`src/rtl/alu_pkg.sv`:
```
package alu_pkg;
  localparam int STAT_W = 8;
  localparam int FL_C = 0;
  localparam int FL_Z = 1;
  localparam int FL_N = 2;
  localparam int FL_V = 3;
  localparam int FL_S = 4;
  localparam int FL_H = 5;
  localparam int FL_T = 6;

  localparam logic [STAT_W-1:0] MASK_ARITH = 8'b0011_1111;
  localparam logic [STAT_W-1:0] MASK_LOGIC = 8'b0001_1110;
  localparam logic [STAT_W-1:0] MASK_SHIFT = 8'b0001_1111;
  localparam logic [STAT_W-1:0] MASK_WORD  = 8'b0001_1111;

  typedef enum logic [4:0] {
    OP_ADD = 5'd0, OP_ADC = 5'd1, OP_SUB = 5'd2, OP_SBC = 5'd3,
    OP_CMP = 5'd4, OP_CMPC = 5'd5, OP_NEG = 5'd6, OP_AND = 5'd7,
    OP_OR = 5'd8, OP_XOR = 5'd9, OP_COM = 5'd10, OP_INC = 5'd11,
    OP_DEC = 5'd12, OP_TST = 5'd13, OP_LSL = 5'd14, OP_LSR = 5'd15,
    OP_ROL = 5'd16, OP_ROR = 5'd17, OP_ASR = 5'd18, OP_SWAP = 5'd19,
    OP_FSET = 5'd20, OP_FCLR = 5'd21, OP_TGET = 5'd22, OP_TPUT = 5'd23,
    OP_BRSET = 5'd24, OP_BRCLR = 5'd25, OP_BRGE = 5'd26, OP_BRLT = 5'd27,
    OP_WADD = 5'd28, OP_WSUB = 5'd29, OP_RSV0 = 5'd30, OP_RSV1 = 5'd31
  } op_e;

  typedef struct packed {
    logic [STAT_W-1:0] flagMask;
    logic              writeBack;
    logic              zChain;
    logic              byteFire;
    logic              loadWord;
    logic              finishWord;
  } strobe_t;
endpackage

```
`src/rtl/alu_ctrl.sv`:
```
module alu_ctrl
  import alu_pkg::*;
(
  input  logic       clk,
  input  logic       rstN,
  input  logic       issue,
  input  op_e        opCode,
  input  logic [2:0] flagSel,
  output strobe_t    stb,
  output logic       busy
);
  logic wordPhase;
  logic isWord;
  logic accept;

  assign isWord = (opCode == OP_WADD) || (opCode == OP_WSUB);
  assign accept = issue && !wordPhase;
  assign busy   = wordPhase;

  always_ff @(posedge clk) begin
    if (!rstN)                 wordPhase <= 1'b0;
    else if (wordPhase)        wordPhase <= 1'b0;
    else if (accept && isWord) wordPhase <= 1'b1;
  end

  always_comb begin
    stb = '0;
    if (wordPhase) begin
      stb.finishWord = 1'b1;
      stb.flagMask   = MASK_WORD;
      stb.writeBack  = 1'b1;
    end else begin
      stb.byteFire = accept && !isWord;
      stb.loadWord = accept && isWord;
      unique case (opCode)
        OP_ADD, OP_ADC, OP_SUB, OP_NEG: begin
          stb.flagMask = MASK_ARITH; stb.writeBack = 1'b1;
        end
        OP_SBC: begin
          stb.flagMask = MASK_ARITH; stb.writeBack = 1'b1; stb.zChain = 1'b1;
        end
        OP_CMP:  stb.flagMask = MASK_ARITH;
        OP_CMPC: begin
          stb.flagMask = MASK_ARITH; stb.zChain = 1'b1;
        end
        OP_AND, OP_OR, OP_XOR, OP_INC, OP_DEC, OP_TST: begin
          stb.flagMask = MASK_LOGIC; stb.writeBack = 1'b1;
        end
        OP_COM, OP_LSL, OP_LSR, OP_ROL, OP_ROR, OP_ASR: begin
          stb.flagMask = MASK_SHIFT; stb.writeBack = 1'b1;
        end
        OP_SWAP, OP_TPUT: stb.writeBack = 1'b1;
        OP_FSET, OP_FCLR: stb.flagMask = STAT_W'(1) << flagSel;
        OP_TGET: stb.flagMask = STAT_W'(1) << FL_T;
        default: stb.flagMask = '0;
      endcase
    end
  end
endmodule

```
`src/rtl/alu_dp.sv`:
```
module alu_dp
  import alu_pkg::*;
#(
  parameter int W     = 8,
  parameter int IMM_W = 6,
  parameter int SEL_W = 3
) (
  input  logic              clk,
  input  logic              rstN,
  input  op_e               opCode,
  input  logic [W-1:0]      opA,
  input  logic [W-1:0]      opB,
  input  logic [IMM_W-1:0]  immWord,
  input  logic [SEL_W-1:0]  bitSel,
  input  logic [STAT_W-1:0] statusIn,
  input  strobe_t           stb,
  output logic              resValid,
  output logic              writeBack,
  output logic [W-1:0]      result,
  output logic [W-1:0]      resultHi,
  output logic [STAT_W-1:0] statusOut,
  output logic              condTrue
);
  localparam int HALF = W / 2;
  localparam logic [W-1:0] MAX_POS = {1'b0, {(W-1){1'b1}}};
  localparam logic [W-1:0] MIN_NEG = {1'b1, {(W-1){1'b0}}};

  logic              cOld, subOp, cin, shiftOp;
  logic [W-1:0]      xIn, yIn, res;
  logic [W:0]        full;
  logic [HALF:0]     nib;
  logic              arithV, cNew, hNew, vNew, zNew, nNew, cond;
  logic [STAT_W-1:0] cand;

  assign cOld = statusIn[FL_C];

  always_comb begin
    subOp = opCode inside {OP_SUB, OP_SBC, OP_CMP, OP_CMPC, OP_NEG};
    cin   = (opCode inside {OP_ADC, OP_SBC, OP_CMPC}) && cOld;
    xIn   = (opCode == OP_NEG) ? '0 : opA;
    yIn   = (opCode == OP_NEG) ? opA : opB;
    if (subOp) begin
      full = {1'b0, xIn} - {1'b0, yIn} - {{W{1'b0}}, cin};
      nib  = {1'b0, xIn[HALF-1:0]} - {1'b0, yIn[HALF-1:0]} - {{HALF{1'b0}}, cin};
      arithV = (xIn[W-1] != yIn[W-1]) && (full[W-1] != xIn[W-1]);
    end else begin
      full = {1'b0, xIn} + {1'b0, yIn} + {{W{1'b0}}, cin};
      nib  = {1'b0, xIn[HALF-1:0]} + {1'b0, yIn[HALF-1:0]} + {{HALF{1'b0}}, cin};
      arithV = (xIn[W-1] == yIn[W-1]) && (full[W-1] != xIn[W-1]);
    end
  end

  always_comb begin
    res     = '0;
    cNew    = cOld;
    hNew    = statusIn[FL_H];
    vNew    = 1'b0;
    shiftOp = 1'b0;
    cond    = 1'b0;
    unique case (opCode)
      OP_ADD, OP_ADC, OP_SUB, OP_SBC, OP_CMP, OP_CMPC, OP_NEG: begin
        res = full[W-1:0]; cNew = full[W]; hNew = nib[HALF]; vNew = arithV;
      end
      OP_AND: res = opA & opB;
      OP_OR:  res = opA | opB;
      OP_XOR: res = opA ^ opB;
      OP_TST: res = opA;
      OP_INC: begin res = opA + 1'b1; vNew = (opA == MAX_POS); end
      OP_DEC: begin res = opA - 1'b1; vNew = (opA == MIN_NEG); end
      OP_COM: begin res = ~opA; cNew = 1'b1; end
      OP_LSL: begin res = {opA[W-2:0], 1'b0};    cNew = opA[W-1]; shiftOp = 1'b1; end
      OP_ROL: begin res = {opA[W-2:0], cOld};    cNew = opA[W-1]; shiftOp = 1'b1; end
      OP_LSR: begin res = {1'b0, opA[W-1:1]};    cNew = opA[0];   shiftOp = 1'b1; end
      OP_ROR: begin res = {cOld, opA[W-1:1]};    cNew = opA[0];   shiftOp = 1'b1; end
      OP_ASR: begin res = {opA[W-1], opA[W-1:1]}; cNew = opA[0];  shiftOp = 1'b1; end
      OP_SWAP: res = {opA[HALF-1:0], opA[W-1:HALF]};
      OP_TPUT: begin res = opA; res[bitSel] = statusIn[FL_T]; end
      OP_BRSET: cond = statusIn[bitSel[2:0]];
      OP_BRCLR: cond = !statusIn[bitSel[2:0]];
      OP_BRGE:  cond = !(statusIn[FL_N] ^ statusIn[FL_V]);
      OP_BRLT:  cond = statusIn[FL_N] ^ statusIn[FL_V];
      default: res = '0;
    endcase
    nNew = res[W-1];
    if (shiftOp) vNew = nNew ^ cNew;
    zNew = (res == '0) && (!stb.zChain || statusIn[FL_Z]);
    if (opCode == OP_FSET)      cand = '1;
    else if (opCode == OP_FCLR) cand = '0;
    else begin
      cand       = statusIn;
      cand[FL_C] = cNew;
      cand[FL_Z] = zNew;
      cand[FL_N] = nNew;
      cand[FL_V] = vNew;
      cand[FL_S] = nNew ^ vNew;
      cand[FL_H] = hNew;
      cand[FL_T] = opA[bitSel];
    end
  end

  // word path: low half at issue, high half (incrementer only) one cycle later
  logic [W:0]        lowSum;
  logic [W-1:0]      hiSave;
  logic              subSave;
  logic [STAT_W-1:0] statSave;
  logic [W:0]        hiSum;
  logic              wN, wC, wV, wZ;
  logic [STAT_W-1:0] wCand;

  always_ff @(posedge clk) begin
    if (!rstN) begin
      lowSum <= '0; hiSave <= '0; subSave <= 1'b0; statSave <= '0;
    end else if (stb.loadWord) begin
      subSave  <= (opCode == OP_WSUB);
      hiSave   <= opB;
      statSave <= statusIn;
      lowSum   <= (opCode == OP_WSUB) ? {1'b0, opA} - {{(W+1-IMM_W){1'b0}}, immWord}
                                      : {1'b0, opA} + {{(W+1-IMM_W){1'b0}}, immWord};
    end
  end

  always_comb begin
    hiSum = subSave ? {1'b0, hiSave} - {{W{1'b0}}, lowSum[W]}
                    : {1'b0, hiSave} + {{W{1'b0}}, lowSum[W]};
    wN = hiSum[W-1];
    wC = subSave ? (wN && !hiSave[W-1]) : (!wN && hiSave[W-1]);
    wV = subSave ? (hiSave[W-1] && !wN) : (!hiSave[W-1] && wN);
    wZ = ({hiSum[W-1:0], lowSum[W-1:0]} == '0);
    wCand       = statSave;
    wCand[FL_C] = wC;
    wCand[FL_Z] = wZ;
    wCand[FL_N] = wN;
    wCand[FL_V] = wV;
    wCand[FL_S] = wN ^ wV;
  end

  always_ff @(posedge clk) begin
    if (!rstN) begin
      resValid <= 1'b0; writeBack <= 1'b0; result <= '0;
      resultHi <= '0; statusOut <= '0; condTrue <= 1'b0;
    end else if (stb.finishWord) begin
      resValid  <= 1'b1;
      writeBack <= 1'b1;
      result    <= lowSum[W-1:0];
      resultHi  <= hiSum[W-1:0];
      statusOut <= (statSave & ~stb.flagMask) | (wCand & stb.flagMask);
      condTrue  <= 1'b0;
    end else if (stb.byteFire) begin
      resValid  <= 1'b1;
      writeBack <= stb.writeBack;
      result    <= res;
      resultHi  <= '0;
      statusOut <= (statusIn & ~stb.flagMask) | (cand & stb.flagMask);
      condTrue  <= cond;
    end else begin
      resValid  <= 1'b0;
      writeBack <= 1'b0;
    end
  end
endmodule

```
`src/rtl/flag_alu.sv`:
```
module flag_alu
  import alu_pkg::*;
#(
  parameter int W     = 8,
  parameter int IMM_W = 6,
  localparam int SEL_W = $clog2(W)
) (
  input  logic              clk,
  input  logic              rstN,
  input  logic              issue,
  input  logic [4:0]        opSel,
  input  logic [W-1:0]      opA,
  input  logic [W-1:0]      opB,
  input  logic [IMM_W-1:0]  immWord,
  input  logic [SEL_W-1:0]  bitSel,
  input  logic [STAT_W-1:0] statusIn,
  output logic              busy,
  output logic              resValid,
  output logic              writeBack,
  output logic [W-1:0]      result,
  output logic [W-1:0]      resultHi,
  output logic [STAT_W-1:0] statusOut,
  output logic              condTrue
);
  strobe_t stb;
  op_e     opCode;

  assign opCode = op_e'(opSel);

  alu_ctrl u_ctrl (
    .clk(clk), .rstN(rstN), .issue(issue), .opCode(opCode),
    .flagSel(bitSel[2:0]), .stb(stb), .busy(busy)
  );

  alu_dp #(.W(W), .IMM_W(IMM_W), .SEL_W(SEL_W)) u_dp (
    .clk(clk), .rstN(rstN), .opCode(opCode), .opA(opA), .opB(opB),
    .immWord(immWord), .bitSel(bitSel), .statusIn(statusIn), .stb(stb),
    .resValid(resValid), .writeBack(writeBack), .result(result),
    .resultHi(resultHi), .statusOut(statusOut), .condTrue(condTrue)
  );
endmodule

```
`config.mk`:
```
export PLATFORM = sky130hd
export DESIGN_NAME = flag_alu
export DESIGN_NICKNAME = d
export VERILOG_FILES = /design/src/rtl/alu_pkg.sv /design/src/rtl/alu_ctrl.sv /design/src/rtl/alu_dp.sv /design/src/rtl/flag_alu.sv
export SDC_FILE = /design/constraint.sdc
export NUM_CORES = 1
export LEC_CHECK = 0
export BUFFER_PORTS_ARGS = -buffer_cell sky130_fd_sc_hd__buf_2
export CORE_MARGIN = 2
export CORE_UTILIZATION = 54
export DETAILED_ROUTE_END_ITERATION = 7
export GPL_TIMING_DRIVEN = 0
export PLACE_DENSITY = 0.75
export SETUP_SLACK_MARGIN = 0.15
export SYNTH_ARGS = -nofsm -noshare
export SYNTH_HDL_FRONTEND = slang
export SYNTH_SLANG_ARGS = --single-unit
```
`constraint.sdc`:
```
create_clock -name clk -period 4.9 [get_ports clk]
set_input_delay 1.225 -clock clk [delete_from_list [all_inputs] [get_ports clk]]
set_output_delay 1.225 -clock clk [all_outputs]
set_load 0.05 [all_outputs]
```
# After elaboration in Yosys (flattened, before gate mapping)
# Cells that the tools add are included.
# totals
output_inout_bits	28
input_bits	41
regBits	54
elab_cells	157
# op_classes
n_mux	42
bitwise_logic	16
n_reduce_logical	36
n_lt_le_gt_ge	2
shifts	1
n_eq_ne	35
n_addsub	14
# op_table
operator	count
$pmux 8 s15	1
$mux 8	11
$eq 5x5->1 const B	14
$and 8x8->8	5
$eq 5x4->1 const B	8
$pmux 8 s5	1
$mux 9	3
$or 8x8->8	3
$eq 5x3->1 const B	4
$reduce_or 19->1	1
$mux 1	17
$logic_not 16->1	1
$not 8->8	2
$reduce_or 6->1	2
$eq 5x2->1 const B	2
$logic_and 1x1->1	10
$reduce_or 2->1	5
$add 8x6->9	1
$add 8x8->9	1
$add 9x1->9	1
$sub 8x6->9	1
$sub 8x8->9	1
$sub 9x1->9	1
$add 8x1->8	1
other kinds (35)	49

# Logic depth before layout (Yosys ltp)
# Gate-level depths: netlist of the first run.
# depth
ltp_word	16
mapped_depth	18
mapped_depth_nobuf	16

# Modules after synthesis
# From an unflattened synthesis of the first run, not the netlist that was laid out.
# unflattened
cells_unflattened	855
hier_area_um2	6470.0
# modules_own_cells
mod	cells_each	area_per_inst_um2	n_inst	seq_area_each_um2
alu_dp	806	6109.6	1	1061.0
alu_ctrl	49	360.3	1	20.0

# Worst setup path before layout of the first run
# OpenSTA, ideal clock, no wires.
# synth_timing
kind	in2reg
start	input opSel[4]
end	register u_dp.statusOut[1]
n_path_buf	2
setup_time_ns	0.080
path_stages	16
slack_ns	0.353
required_time_ns	4.820
arrival_time_ns	4.468
cell_sequence	buf_4 nor2_1 nand2_1 clkbuf_1 a21oi_1 fa_1 inv_1 fa_1 a21bo_2 nor2b_1 xnor2_1 a2111oi_0 nor4b_1 and4_1 nand4_1 a211oi_2
# synth_between
elab_chain_cells	14
elab_cells_between_ends	65
classes_between	add/sub (4); eq/ne (25); mux (12); bitwise (7); reduce/logical (17)
# synth_rtl
element	line_no	text
start, declared	flag_alu.sv:11	input logic [4:0] opSel,
$eq 5x3->1, or another cell as far along	-	
$mux 8, or another cell as far along	alu_dp.sv:40	xIn = (opCode == OP_NEG) ? '0 : opA;
$add 8x8->9, or another cell as far along	alu_dp.sv:47	full = {1'b0, xIn} + {1'b0, yIn} + {{W{1'b0}}, cin};
$add 9x1->9 / $sub 9x1->9 (equally long branches)	alu_dp.sv:47, alu_dp.sv:43	
$mux 9	alu_dp.sv:42	if (subOp) begin
$pmux 8 s15	alu_dp.sv:60	unique case (opCode)
$logic_not 8->1	alu_dp.sv:86	zNew = (res == '0) && (!stb.zChain || statusIn[FL_Z]);
$logic_and 1x1->1	alu_dp.sv:86	
$mux 8	alu_dp.sv:88	else if (opCode == OP_FCLR) cand = '0;
$mux 8	alu_dp.sv:87	if (opCode == OP_FSET) cand = '1;
$and 8x8->8	alu_dp.sv:153	statusOut <= (statusIn & ~stb.flagMask) | (cand & stb.flagMask);
$or 8x8->8	alu_dp.sv:153	
$mux 8	alu_dp.sv:148	end else if (stb.byteFire) begin
$mux 8	alu_dp.sv:141	end else if (stb.finishWord) begin
end signal, assigned	alu_dp.sv:146	statusOut <= (statSave & ~stb.flagMask) | (wCand & stb.flagMask);
end signal, assigned	alu_dp.sv:153	
end, declared	alu_dp.sv:21	output logic [STAT_W-1:0] statusOut,
# Parallel ways exist; a longest one is shown, timed or not. The select of a mux whose other input is x is not followed.
# A chain may end at the register's enable or synchronous reset.

# Worst setup path after layout of the first run
# layout_timing
start	input opSel[1]
end	register u_dp.statusOut[1]
# The elaborated chain is that of the path after synthesis.

==> results_dict.tcl, run 1 <==
set metrics [dict create \
    gp_routability_congestion 1.11 \
    power_switching_mw 0.546 \
    ys_seq_elements 49 \
    critPathBufInv 5 \
    nets 972 \
    required_ns 5.13 \
    setup.worst_path.end_class "flop" \
    grt_max_degree 17 \
    setup_viol 0 \
    via_count 6518 \
    cpLargestDelayFamily "compound AO/OA/AOI/OAI gates" \
    slew_violations 0 \
    grt_pass1_wl_um 32400 \
    grt-ovfl-total 0 \
    area.growth.synth_to_final_pct 12.6 \
    status "complete, but fails checks" \
    ant_nets 0 \
    slowest_delay_ns 0.50 \
    tns_ns 0 \
    yosysSeqAreaShare 0.166 \
    cts_tree "yes" \
    diodes 0 \
    reg2reg_depth 11 \
    synth_nets 895 \
    finalNonFillerCells 1008 \
    peakVddDrop_mv 0.231 \
    die_w_um 109 \
    slew_headroom 0.0113 \
    syn_area_mm2 0.00590 \
    first_iter_violations 685 \
    hp-start "u_dp.hiSave[0]" \
    numCtsBuffers 5 \
    portBuffers 68 \
    synth_edf_count 0 \
    routed_wl_um 21300 \
    critical_path_depth 18 \
    p_per_area_mw_per_mm2 195 \
    r2r_setup_slack_ns 1.02 \
    insertion_delay_ns 0.30 \
    antenna_found_initial 0 \
    clkSinkCount 49 \
    cap_violations 1 \
    p_sw_frac 0.421 \
    power_frac_seq 0.326 \
    ys_warn_count 0 \
    final_common_cell "nand2_1" \
    grtUsageTotal 0.358 \
    dp.cells 998 \
    ios 69 \
    detail_route.wl_per_cell_um 21.1 \
    r2r_end "u_dp.statusOut[2]" \
    leakage_nw 2.84 \
    drc 0 \
    setup.worst_path.start_class "input pin" \
    internal_power_mw 0.752 \
    ys_types 82 \
    whs_endpoint "u_dp.hiSave[0]" \
    worst_slew_pin_slew_ns 1.47 \
    syn_avg_cell_area_um2 7.47 \
    dpl.hpwl_um 16900 \
    crit_chain "buf_2, and3b_1, buf_2, nand2_2, buf_4, a21oi_2, inv_1, fa_1, inv_1, fa_1, o21bai_1, a221o_1, nor2_1, xor2_1, o22ai_1, nor3_1, nand4_1, a211oi_2" \
    layout_common_cells "nand2_1 (85), buf_2 (76), nor2_1 (69), ha_1 (55), a21oi_1 (54)" \
    pwr-share-comb 0.484 \
    fmax_mhz 217 \
    clockRootBuffer "clkbuf_8" \
    power_frac_clock 0.191 \
    fin_worst_skew_ns 0.00881 \
    initial_core_util 0.549 \
    core_mm2 0.0107 \
    n_fill_cell 1020 \
    synth_area_leaders "dfxtp_1 (17%), ha_1 (12%), nand2_1 (5.5%)" \
    avgViaCountPerCell 6.47 \
    min_path_type "flop to flop" \
    drive_above_1_share 0.169 \
    die-height_um 109 \
    synthArstFlopShare 0 \
    rows 38 \
    path_max_fanout 10 \
    synth-main-ff-cell "dfxtp_1" \
    finalCriticalPeriod_ns 4.61 \
    worstReg2RegStart "u_dp.lowSum[8]" \
    fin_crit_sh 0.942 \
    synthCells 790 \
    finalHoldViolCount 0 \
    crit_type "input pin to flop" \
    violations "capacitance limit" \
    cts.clk_slew.worst_paths_ns 0.10 \
    cts_buffer_depth 2 \
    die_area_mm2 0.0118 \
    worst-endpoint-arrival_ns 4.84 \
    synth.top_cell.area_share 0.166 \
    cp_slowest_cell "fa_1" \
    synth_top_cell_by_area "dfxtp_1" \
    grt_pass1_vias 6041 \
    rsz0062_at_grt "yes" \
    whs_path_depth 2 \
    cts_max_level 2 \
    first_pass_iters 7 \
]
==> worst reg2reg max path, delay by kind of cell, from the launching register on <==
family / cells / cell delay, ns
AOI/OAI and AO/OA: 5 / 1.62
adders and majority gates: 1 / 0.32
xor gates and xnor gates: 2 / 0.65
and+or+nand+nor: 2 / 0.54
buffers and inverters: 1 / 0.26
DFF: 1 / 0.41
==> worst max path at each step <==
stage	slack (ns)	to	from
2_1_floorplan	0.35	u_dp.statusOut[1]	opSel[4]
3_3_place_gp	-0.61	u_dp.statusOut[4]	opSel[1]
3_5_place_dp	-0.74	u_dp.statusOut[4]	opSel[1]
4_1_cts	0.17	u_dp.statusOut[1]	opSel[1]
5_1_grt	0.15	u_dp.statusOut[1]	opSel[2]
6_report	0.29	u_dp.statusOut[1]	opSel[1]
==> cells in the mapped netlist (all sizes together) (3+ instances only) <==
| cell type | count |
|---|---|
| a2111oi | 7 |
| a211oi | 16 |
| a21bo | 3 |
| a21o | 9 |
| a21oi | 59 |
| a221oi | 13 |
| a22oi | 16 |
| a31oi | 6 |
| and2 | 6 |
| and3 | 5 |
| and3b | 5 |
| buf | 18 |
| clkbuf | 30 |
| dfxtp | 49 |
| fa | 7 |
| ha | 57 |
| inv | 53 |
| mux2 | 3 |
| mux2i | 12 |
| mux4 | 4 |
| nand2 | 86 |
| nand2b | 8 |
| nand3 | 16 |
| nand3b | 6 |
| nand4 | 10 |
| nor2 | 71 |
| nor2b | 18 |
| nor3 | 32 |
| nor3b | 6 |
| nor4 | 5 |
| nor4b | 4 |
| o21a | 4 |
| o21ai | 33 |
| o21bai | 8 |
| o22a | 3 |
| o22ai | 9 |
| o2bb2ai | 3 |
| o31ai | 4 |
| o32a | 3 |
| or3 | 6 |
| or3b | 4 |
| or4 | 6 |
| xnor2 | 26 |
| xor2 | 11 |
==> layer usage <==
layer / routed length [µm] / track usage / part of all wire / vias up
met1: 9030 / 0.491 / 0.42 / 3083
li1: - / - / - / 3026
met4: 715 / 0.103 / 0.034 / 0
met5: 0 / 0 / 0 / -
met2: 9300 / 0.562 / 0.44 / 354
met3: 2240 / 0.0796 / 0.11 / 55
==> cells by family (layout without fill, tap and decap cells) <==
family	Yosys count	count (layout)	synth area share
AND/OR/NAND/NOR	304	304	0.265
AO/OA/AOI/OAI	216	216	0.254
buffers and inverters	101	179	0.0740
adder cells (fa/ha/maj)	64	64	0.145
flip-flops	49	49	0.166
XOR/XNOR	37	37	0.0549
multiplexers	19	19	0.0420
==> cell type report <==
type	instances	area [µm²]	share of cell area
buffer	48	249	0.0375
clock buffer	5	68.8	0.0104
clock inverter	3	21.3	0.00320
inverter	53	199	0.0300
multi-input combinational	640	4590	0.691
sequential	49	981	0.148
tap	140	175	0.0264
timing repair buffer	70	355	0.0535
==> what timing repair did <==
item                                   CTS  global route
endpoints found under the hold margin    0             0
cloned                                   0             0
hold buffers                             0             0
setup endpoints to repair               10             9
resized for setup                       16            21
buffers inserted                         2             0
pin swaps                                2             2
==> stage by stage <==
step / setup slack [ns] / power (mW) / utilization / area (µm²) / hold slack [ns]
3_3_place_gp: -0.606 / 1.00 / 0.597 / 6410 / 0.445
4_1_cts: 0.167 / 1.26 / 0.611 / 6560 / 0.466
2_1_floorplan: 0.353 / 0.846 / - / 5900 / 0.436
6_report: 0.286 / 1.30 / 0.618 / 6640 / 0.471
5_1_grt: 0.147 / 1.36 / 0.618 / 6640 / 0.492
3_5_place_dp: -0.740 / 1.01 / 0.597 / 6410 / 0.453
==> sequential cells by signal, summed over array words and instances, names as in the netlist <==
signal          flops
u_ctrl.busy         1
u_dp.condTrue       1
u_dp.hiSave         8
u_dp.lowSum         9
u_dp.resValid       1
u_dp.result         8
u_dp.resultHi       8
u_dp.statSave       3
u_dp.statusOut      8
u_dp.subSave        1
u_dp.writeBack      1
==> power by group through the flow <==
stage	combinational, mW	sequential, mW	clock, mW
floorplan	0.373	0.473	0
global placement	0.572	0.432	0
detailed placement	0.583	0.432	0
CTS	0.596	0.422	0.246
global route	0.672	0.424	0.261
finish	0.628	0.423	0.247
Note: power is estimated with default switching activity, not from simulation.
==> run 2: changes to the inputs <==
Settings changed: BUFFER_PORTS_ARGS -buffer_cell sky130_fd_sc_hd__buf_2 to -buffer_cell sky130_fd_sc_hd__clkbuf_2.
==> results_dict.tcl, run 2 (synthesized netlist as in run 1, its figures left out) <==
set metrics [dict create \
    status "finished, final reports clean" \
    slew_violations 0 \
    cap_violations 0 \
    finalNonFillerCells 1010 \
    p_per_area_mw_per_mm2 205 \
    worst_slew_pin_slew_ns 1.38 \
    first_pass_iters 6 \
    grt_pass1_vias 6042 \
    worst-endpoint-arrival_ns 4.85 \
    finalCriticalPeriod_ns 4.62 \
    rows 38 \
    critPathBufInv 4 \
    crit_type "input pin to flop" \
    grt-ovfl-total 0 \
    antenna_found_initial 0 \
    die_area_mm2 0.0118 \
    initial_core_util 0.549 \
    slowest_delay_ns 0.43 \
    hold_buffers 0 \
    required_ns 5.13 \
    setup.worst_path.end_class "flop" \
    min_path_type "flop to flop" \
    dp.cells 998 \
    core_mm2 0.0107 \
    grt_pass1_wl_um 32900 \
    die_w_um 109 \
    portBuffers 68 \
    dpl-instance-area_mm2 0.00641 \
    cts_buffer_depth 2 \
    fin_worst_skew_ns 0.00695 \
    final_common_cell "nand2_1" \
    setup.worst_path.start_class "input pin" \
    clkSinkCount 49 \
    first_iter_violations 742 \
    diodes 0 \
    grtUsageTotal 0.366 \
    cp_slowest_cell "fa_1" \
    layout_common_cells "nand2_1 (85), clkbuf_2 (70), nor2_1 (69), ha_1 (56), a21oi_1 (54)" \
    cts_max_level 2 \
    max_flop_register "u_dp.lowSum" \
    detail_route.wl_per_cell_um 21.5 \
    insertion_delay_ns 0.31 \
    peakVddDrop_mv 0.162 \
    dpl.hpwl_um 17200 \
    routed_wl_um 21700 \
    final_area_mm2 0.00668 \
    ant_nets 0 \
    path_max_fanout 10 \
    leakage_nw 2.85 \
    via_count 6638 \
    fmax_mhz 216 \
    die-height_um 109 \
    cts_tree "yes" \
    setup_viol 0 \
    whs_ns 0.468 \
    finalHoldViolCount 0 \
    worst_path_most_repeated_cell "fa_1" \
    avgViaCountPerCell 6.57 \
    total_power_mw 1.37 \
    drive_above_1_share 0.167 \
    drc 0 \
    slew_headroom 0.0705 \
    ios 69 \
    clockRootBuffer "clkbuf_8" \
    nets 974 \
    area.growth.synth_to_final_pct 13.3 \
    cts.clk_slew.worst_paths_ns 0.09 \
    crit_chain "clkbuf_2, and3b_1, buf_2, nand2_2, clkbuf_8, a21oi_2, fa_1, inv_1, fa_1, a21bo_2, nor2b_2, xnor2_1, a2111oi_1, nor4b_4, and4_1, nand4_1, a211oi_2" \
    gp_routability_congestion 1.01 \
    numCtsBuffers 5 \
    grt_max_degree 16 \
    fin_crit_sh 0.943 \
    largest_register_ffs 9 \
    rsz0062_at_grt "yes" \
    cpLargestDelayFamily "simple AND/OR/NAND/NOR gates" \
]
run 2: changes by cell type in the layout (fill, tap and decap cells not counted), moves of 2 or more:
cell	previous run	this run
clkbuf_8	5	7
clkbuf_2	2	70
a2111oi_2	3	1
buf_2	76	9
o21ai_2	3	1
o21ai_1	3	5
run 2: final cells by class:
type	instances	area [µm²]
sequential	49	981
buffer	48	253
fill	1004	4060
clock buffer	6	82.6
inverter	53	199
tap	140	175
multi-input combinational	640	4580
timing repair buffer	72	370
clock inverter	2	37.5
run 2: routing by layer:
metal | wire length [µm] | global-route usage | part of all wire | vias to the layer above
met5 | 0 | 0 | 0 | -
met4 | 826 | 0.132 | 0.038 | 0
met3 | 2390 | 0.0850 | 0.11 | 60
met2 | 9220 | 0.546 | 0.42 | 422
met1 | 9260 | 0.514 | 0.43 | 3127
li1 | - | - | - | 3029
run 2: through the flow:
stage               worst slack (ns)  setup TNS, ns   util
floorplan                      0.353              0      -
global placement              -0.665          -3.60  0.597
detailed placement            -0.664          -4.10  0.597
CTS                            0.201              0  0.616
global route                   0.130              0  0.622
finish                         0.279              0  0.622
run 2: path summary, 6_finish.rpt:
kind	slack, ns	start	cells after the start	endpoint
hold reg to reg	0.47	u_dp.hiSave[5]	2	u_dp.hiSave[5]
hold / removal	0.47	u_dp.hiSave[5]	2	u_dp.hiSave[5]
setup / recovery	0.28	opSel[1]	17	u_dp.statusOut[1]
setup reg to reg	1.29	u_dp.lowSum[8]	11	u_dp.statusOut[2]
run 2: worst register-to-register path: stages (launching register included):
cell	delay, ns
dfxtp_1	0.43
nor2b_1	0.36
inv_1	0.24
ha_1	0.34
nor2b_1	0.14
o21a_1	0.19
a31o_2	0.26
o41ai_1	0.65
xnor2_1	0.25
xnor2_1	0.36
a22oi_1	0.13
a21oi_1	0.19
run 2: repair_timing:
item / CTS / global route
endpoints found under the setup margin: 9 / 7
setup buffers: 3 / 1
gates resized for setup: 18 / 13
endpoints found under the hold margin: 0 / 0
gates cloned: 0 / 0
pin swaps: 2 / 2
run 2: power breakdown:
part	total [mW]	internal, mW	switching [mW]
clock	0.313	0.166	0.146
sequential	0.424	0.413	0.0104
combinational	0.634	0.240	0.394
total	1.37	0.820	0.550
